## config.mk

```make
export PLATFORM = sky130hd
export DESIGN_NAME = xmac_unit
export DESIGN_NICKNAME = d
export VERILOG_FILES = /design/src/rtl/xmac_pkg.sv /design/src/rtl/xmac_ctrl.sv /design/src/rtl/xmac_mul_engine.sv /design/src/rtl/xmac_acc_bank.sv /design/src/rtl/xmac_unit.sv
export SDC_FILE = /design/constraint.sdc
export NUM_CORES = 1
export LEC_CHECK = 0
export BUFFER_PORTS_ARGS = -buffer_cell sky130_fd_sc_hd__buf_2
export CORE_UTILIZATION = 50
export DETAILED_ROUTE_END_ITERATION = 16
export PLACE_DENSITY = 0.68
export SKIP_CTS_REPAIR_TIMING = 1
export SLEW_MARGIN = 20
export SYNTH_ARGS = -nofsm -noshare
export SYNTH_HDL_FRONTEND = slang
export SYNTH_SLANG_ARGS = --single-unit
```

## constraint.sdc

```tcl
create_clock -name clk -period 10.3 [get_ports clk]
set_input_delay 0.515 -clock clk [delete_from_list [all_inputs] [get_ports clk]]
set_output_delay 0.515 -clock clk [all_outputs]
set_load 0.01 [all_outputs]
```

## src/rtl/xmac_pkg.sv

```systemverilog
package xmac_pkg;

    typedef enum logic [2:0] {
        OP_MUL_U    = 3'd0,
        OP_MUL_P    = 3'd1,
        OP_MAC_U    = 3'd2,
        OP_MAC_P    = 3'd3,
        OP_MOVE_OUT = 3'd4,
        OP_MOVE_IN  = 3'd5,
        OP_RSV6     = 3'd6,
        OP_RSV7     = 3'd7
    } op_e;

    typedef enum logic [1:0] {
        ST_IDLE  = 2'd0,
        ST_MUL   = 2'd1,
        ST_WRITE = 2'd2
    } state_e;

    function automatic logic is_mul_op(input logic [2:0] code);
        return (code == OP_MUL_U) || (code == OP_MUL_P) ||
               (code == OP_MAC_U) || (code == OP_MAC_P);
    endfunction

    function automatic logic is_poly_op(input logic [2:0] code);
        return (code == OP_MUL_P) || (code == OP_MAC_P);
    endfunction

endpackage

```

## src/rtl/xmac_ctrl.sv

```systemverilog
module xmac_ctrl
    import xmac_pkg::*;
#(
    parameter int WORD_W = 32
) (
    input  logic       clk,
    input  logic       rst_n,
    input  logic       start,
    input  logic [2:0] op_in,
    output logic       busy,
    output logic       load,
    output logic       step,
    output logic       poly,
    output logic       wr_en,
    output logic       done,
    output op_e        op_q
);
    localparam int CNT_W = $clog2(WORD_W);
    localparam logic [CNT_W-1:0] LAST_STEP = CNT_W'(WORD_W - 1);

    state_e           state, nxt;
    logic [CNT_W-1:0] cnt;

    // state register
    always_ff @(posedge clk or negedge rst_n) begin
        if (!rst_n) state <= ST_IDLE;
        else        state <= nxt;
    end

    always_comb begin
        nxt = state;
        unique case (state)
            ST_IDLE:  if (start) nxt = is_mul_op(op_in) ? ST_MUL : ST_WRITE;
            ST_MUL:   if (cnt == LAST_STEP) nxt = ST_WRITE;
            ST_WRITE: nxt = ST_IDLE;
            default:  nxt = ST_IDLE;
        endcase
    end

    // outputs
    always_comb begin
        busy  = (state != ST_IDLE);
        load  = (state == ST_IDLE) && start;
        step  = (state == ST_MUL);
        wr_en = (state == ST_WRITE);
        poly  = is_poly_op(op_in);
    end

    always_ff @(posedge clk or negedge rst_n) begin
        if (!rst_n) begin
            cnt  <= '0;
            op_q <= OP_MUL_U;
            done <= 1'b0;
        end else begin
            done <= wr_en;
            if (load) begin
                cnt  <= '0;
                op_q <= op_e'(op_in);
            end else if (step) begin
                cnt <= cnt + 1'b1;
            end
        end
    end

endmodule

```

## src/rtl/xmac_mul_engine.sv

```systemverilog
module xmac_mul_engine #(
    parameter int WORD_W = 32
) (
    input  logic                  clk,
    input  logic                  rst_n,
    input  logic                  load,
    input  logic                  step,
    input  logic                  poly,
    input  logic [WORD_W-1:0]     a,
    input  logic [WORD_W-1:0]     b,
    output logic [2*WORD_W-1:0]   prod
);
    localparam int PROD_W = 2 * WORD_W;

    logic [PROD_W-1:0] mcand, acc, term, comb_next;
    logic [WORD_W-1:0] mplier;
    logic              poly_q;

    assign term = mplier[0] ? mcand : '0;

    // one shift-and-combine step: add for integers, XOR for GF(2)
    always_comb begin
        if (poly_q) comb_next = acc ^ term;
        else        comb_next = acc + term;
    end

    always_ff @(posedge clk or negedge rst_n) begin
        if (!rst_n) begin
            mcand  <= '0;
            mplier <= '0;
            acc    <= '0;
            poly_q <= 1'b0;
        end else if (load) begin
            mcand  <= PROD_W'(a);
            mplier <= b;
            acc    <= '0;
            poly_q <= poly;
        end else if (step) begin
            acc    <= comb_next;
            mcand  <= mcand << 1;
            mplier <= mplier >> 1;
        end
    end

    assign prod = acc;

endmodule

```

## src/rtl/xmac_acc_bank.sv

```systemverilog
module xmac_acc_bank
    import xmac_pkg::*;
#(
    parameter int WORD_W = 32,
    parameter int EXT_W  = 8
) (
    input  logic                clk,
    input  logic                rst_n,
    input  logic                load,
    input  logic                wr_en,
    input  op_e                 op_q,
    input  logic [WORD_W-1:0]   din,
    input  logic [2*WORD_W-1:0] prod,
    output logic [WORD_W-1:0]   lo,
    output logic [WORD_W-1:0]   hi,
    output logic [EXT_W-1:0]    ext,
    output logic [WORD_W-1:0]   result
);
    localparam int ACC_W = 2 * WORD_W + EXT_W;

    logic [WORD_W-1:0] din_q;
    logic [ACC_W-1:0]  sum;
    logic [EXT_W-1:0]  hi_to_ext;
    logic [WORD_W-1:0] ext_to_hi;

    assign sum = {ext, hi, lo} + ACC_W'(prod);

    generate
        if (EXT_W < WORD_W) begin : g_narrow_ext
            assign hi_to_ext = hi[EXT_W-1:0];
            assign ext_to_hi = {{(WORD_W-EXT_W){1'b0}}, ext};
        end else begin : g_full_ext
            assign hi_to_ext = EXT_W'(hi);
            assign ext_to_hi = ext[WORD_W-1:0];
        end
    endgenerate

    always_ff @(posedge clk or negedge rst_n) begin
        if (!rst_n) begin
            din_q  <= '0;
            lo     <= '0;
            hi     <= '0;
            ext    <= '0;
            result <= '0;
        end else begin
            if (load) din_q <= din;
            if (wr_en) begin
                result <= '0;
                unique case (op_q)
                    OP_MUL_U, OP_MUL_P: begin
                        {hi, lo} <= prod;
                        ext      <= '0;
                    end
                    OP_MAC_U: {ext, hi, lo} <= sum;
                    OP_MAC_P: {hi, lo} <= {hi, lo} ^ prod;
                    OP_MOVE_OUT: begin
                        result <= lo;
                        lo     <= hi;
                        hi     <= ext_to_hi;
                        ext    <= '0;
                    end
                    OP_MOVE_IN: begin
                        ext <= hi_to_ext;
                        hi  <= lo;
                        lo  <= din_q;
                    end
                    OP_RSV6, OP_RSV7: ;
                    default: ;
                endcase
            end
        end
    end

endmodule

```

## src/rtl/xmac_unit.sv

```systemverilog
module xmac_unit
    import xmac_pkg::*;
#(
    parameter int WORD_W = 32,
    parameter int EXT_W  = 8
) (
    input  logic              clk,
    input  logic              rst_n,
    input  logic              start,
    input  logic [2:0]        op,
    input  logic [WORD_W-1:0] a,
    input  logic [WORD_W-1:0] b,
    output logic              busy,
    output logic              done,
    output logic [WORD_W-1:0] result,
    output logic [WORD_W-1:0] lo,
    output logic [WORD_W-1:0] hi,
    output logic [EXT_W-1:0]  ext
);
    logic                load, step, poly, wr_en;
    op_e                 op_q;
    logic [2*WORD_W-1:0] prod;

    xmac_ctrl #(.WORD_W(WORD_W)) u_ctrl (
        .clk(clk), .rst_n(rst_n), .start(start), .op_in(op),
        .busy(busy), .load(load), .step(step), .poly(poly),
        .wr_en(wr_en), .done(done), .op_q(op_q)
    );

    xmac_mul_engine #(.WORD_W(WORD_W)) u_eng (
        .clk(clk), .rst_n(rst_n), .load(load), .step(step), .poly(poly),
        .a(a), .b(b), .prod(prod)
    );

    xmac_acc_bank #(.WORD_W(WORD_W), .EXT_W(EXT_W)) u_bank (
        .clk(clk), .rst_n(rst_n), .load(load), .wr_en(wr_en), .op_q(op_q),
        .din(a), .prod(prod), .lo(lo), .hi(hi), .ext(ext), .result(result)
    );

endmodule

```

==> impl_metrics.csv <==
group,metric,value,unit
floorplan,io_pins,176,
synthesis,synthArstFlopShare,100,%
route,drtAntennaViolNets,0,
power,power,0.00813,W
worst_setup_path,critPathRequiredTime,10.78,ns
final_layout,fin_util,56.3,%
synthesis,synthesis.nets,2973,
timing,relSlewSlack,32.1,%
run_status,run_status,"completed",
worst_setup_path,reg2reg_to,"u_eng.prod[63]",
place,hpwl,61200,um
worst_setup_path,cp-end-kind,"flip-flop",
route,drc,0,
cts,cts_tree,"yes",
timing,hold_viol,0,
worst_setup_path,max_stage_delay,0.79,ns
worst_setup_path,crit_chain,"and2_1, ha_1, a21o_1, a21oi_1, a31oi_1, o311ai_0, nand3_1, a21oi_1, nor3_1, o2111ai_1, mux2_2, nor4b_1, a21o_1",
route,firstDrtPassIters,6,
global_route,overflow,0,
synthesis,synth_edf_count,0,
power,vdd_ir_drop_max,0.240,mV
worst_setup_path,ff2ff_path_depth,13,
cts,cts-root-buf,"clkbuf_16",
floorplan,core.rowCount,76,
synthesis,ys_types,76,
global_route,grt_pass1_vias,20400,
synthesis,ys_seq_elements,308,
worst_setup_path,crit_arrival,4.89,ns
cts,path_clk_slew,0.06,ns
synthesis,ys_seq_area_share,35.2,%
final_layout,seqCellArea,7720,um2
floorplan,initial_core_util,50.7,%
route,via_per_inst,6.33,
cts,cts_buffer_depth,3,
timing,rsz0062_at_grt,"no",
cts,clock_latency,0.59,ns
timing,fin_hold_ws,0.0143,ns
floorplan,die_height,211,um
worst_setup_path,critical_path_class,"flip-flop to flip-flop",
place,port_buffers,175,
cts,cts.sinks,308,
final_layout,nets,3031,
power,p_leak,11.3,nW
route,via_count,21800,
route,wl,83500,um
floorplan,die-width,211,um
power,powerDensity,334,nW/um2
worst_setup_path,cp_slowest_cell,"dfrtp_1",
worst_setup_path,crit_path_max_fanout,25,
synthesis,synth_ff_type,"dfrtp_1",
synthesis,syn-cell-area,21900,um2
timing,setup_viol,0,
timing,period_needed,4.41,ns
final_layout,n_fill_cell,4186,
worst_setup_path,r2r_start,"u_eng.mplier[0]",
route,wl_per_cell,24.3,um
route,drt_iter0_markers,2326,
run,maxCapViolCount,0,
worst_setup_path,rrSetupSlack,5.89,ns
global_route,grt_max_degree,116,
final_layout,layout-drive-gt1-share,10.7,%
timing,period_share,42.8,%
global_route,antenna_found_initial,4,
final_layout,area_delta_synth_final,11.1,%
timing,fmax,227,MHz
timing,worstMarginPinSlew,1.01,ns
global_route,grt_pass1_wl,125000,um
cts,cts_made_buffers,37,
synthesis,synthCells,2772,
worst_setup_path,worst_setup_path_start_kind,"flip-flop",
synthesis,syn_area_per_cell,7.90,um2
timing,slew_viol_final,0,
synthesis,yosysWarnings,0,
worst_setup_path,path_buf_inv,0,
timing,final.setup.tns,0,ns
cts,htree_levels,2,
timing,fin_skew,0.0212,ns
global_route,grt.total_usage,37.4,%
final_layout,multi_input_area,13300,um2
place,gp_routability_congestion,1.02,
min_path,hold_class,"input pin to asynchronous set/reset pin",
floorplan,dieArea,44600,um2
floorplan,core_area,43200,um2
worst_setup_path,critPathTopFamily,"compound AO/OA/AOI/OAI gates",
## cell families after synthesis
group,count (synthesis),share of synthesized area [%]
compound gates,912,25.7
xor+xnor,111,4.44
fa+ha+maj,131,7.56
buf+inv,235,4.09
flops,308,35.2
mux,41,1.88
simple gates,1034,21.1
## cells in the final DEF, fill, tap and decap left out, drive strengths merged, types with 10 or more instances in the layout
master | synthesis | layout
a22o | 37 | 37
a221oi | 12 | 12
and3 | 21 | 21
o22ai | 24 | 24
a211oi | 14 | 14
mux2i | 40 | 40
a22oi | 70 | 70
nor2 | 197 | 197
nor3 | 33 | 33
xnor2 | 87 | 87
o21ai | 258 | 258
clkinv | 1 | 10
nor2b | 20 | 20
xor2 | 24 | 24
o21bai | 32 | 32
o31ai | 11 | 11
o211ai | 16 | 16
and2 | 70 | 70
nand4 | 39 | 39
nand3 | 106 | 106
or3 | 13 | 13
clkbuf | 157 | 53
o21a | 14 | 14
ha | 129 | 129
buf | 27 | 203
inv | 50 | 51
a31oi | 19 | 19
dfrtp | 308 | 308
nand2 | 496 | 496
a21oi | 274 | 274
a21o | 70 | 70
## state kept, by name (all words and copies together), names as in the netlist, 2 cells and up
register,flops
u_ctrl.state,2
u_bank.lo,32
u_eng.prod,64
u_bank.result,32
u_bank.hi,32
u_ctrl.op_q,3
u_ctrl.cnt,5
u_bank.ext,8
u_eng.mcand,64
u_eng.mplier,32
u_bank.din_q,32
## through the flow
step                      instances  area, um2  worst slack (ns)
final                          3444      24300              5.89
after CTS                      3443      24300              5.93
after detailed placement       3376      23100              6.01
after global routing           3443      24300              5.52
after global placement         3376      23100              6.06
after floorplan                2772      21900              6.75
## layout make-up
type	count	share of cell area, %
Multi-Input combinational cell	2229	54.8
Clock inverter	14	0.653
Clock buffer	53	4.51
Sequential cell	308	31.7
Inverter	51	0.787
Timing Repair Buffer	203	4.51
Tap cell	585	3.01
Antenna cell	1	0.0103
## synth_stat cells (all sizes together), types with 24 or more instances
master | n | area, um2
xnor2 | 87 | 762
o22ai | 24 | 150
dfrtp | 308 | 7710
buf | 27 | 115
o21ai | 258 | 1290
a22o | 37 | 324
a21o | 70 | 527
o21bai | 32 | 240
nor3 | 33 | 165
nor2 | 197 | 742
xor2 | 24 | 210
inv | 50 | 188
nand4 | 39 | 250
ha | 129 | 1610
mux2i | 40 | 400
nand2 | 496 | 1860
nand3 | 106 | 531
a21oi | 274 | 1380
a22oi | 70 | 526
clkbuf | 157 | 589
and2 | 70 | 438
## power by group
group | internal [W] | switching, W | leakage (nW)
sequential | 0.00170 | 0.000892 | 3.93
clock | 0.000798 | 0.000567 | 0.617
combinational | 0.00152 | 0.00266 | 6.75
total | 0.00402 | 0.00411 | 11.3
## how the worst max path moves through the flow
stage,slack [ns],end,cells after the start,from
after CTS,5.93,u_eng.prod[60],15,u_eng.mplier[0]
after detailed placement,6.01,u_eng.prod[60],15,u_eng.mplier[0]
after global routing,5.52,u_eng.prod[60],15,u_eng.mplier[0]
final,5.89,u_eng.prod[63],13,u_eng.mplier[0]
after floorplan,6.75,u_eng.prod[60],15,u_eng.mplier[0]
after global placement,6.06,u_eng.prod[60],15,u_eng.mplier[0]
## metal layers
| metal | global-route usage (%) | routed length [um] | vias to the layer above |
|---|---|---|---|
| li1 | - | - | 10000 |
| met1 | 51.9 | 35700 | 10600 |
| met2 | 56.1 | 36200 | 1028 |
| met3 | 7.00 | 7530 | 193 |
| met4 | 17.8 | 4150 | 0 |
| met5 | 0 | 0 | - |
Note: power is estimated with default switching activity, not from simulation.
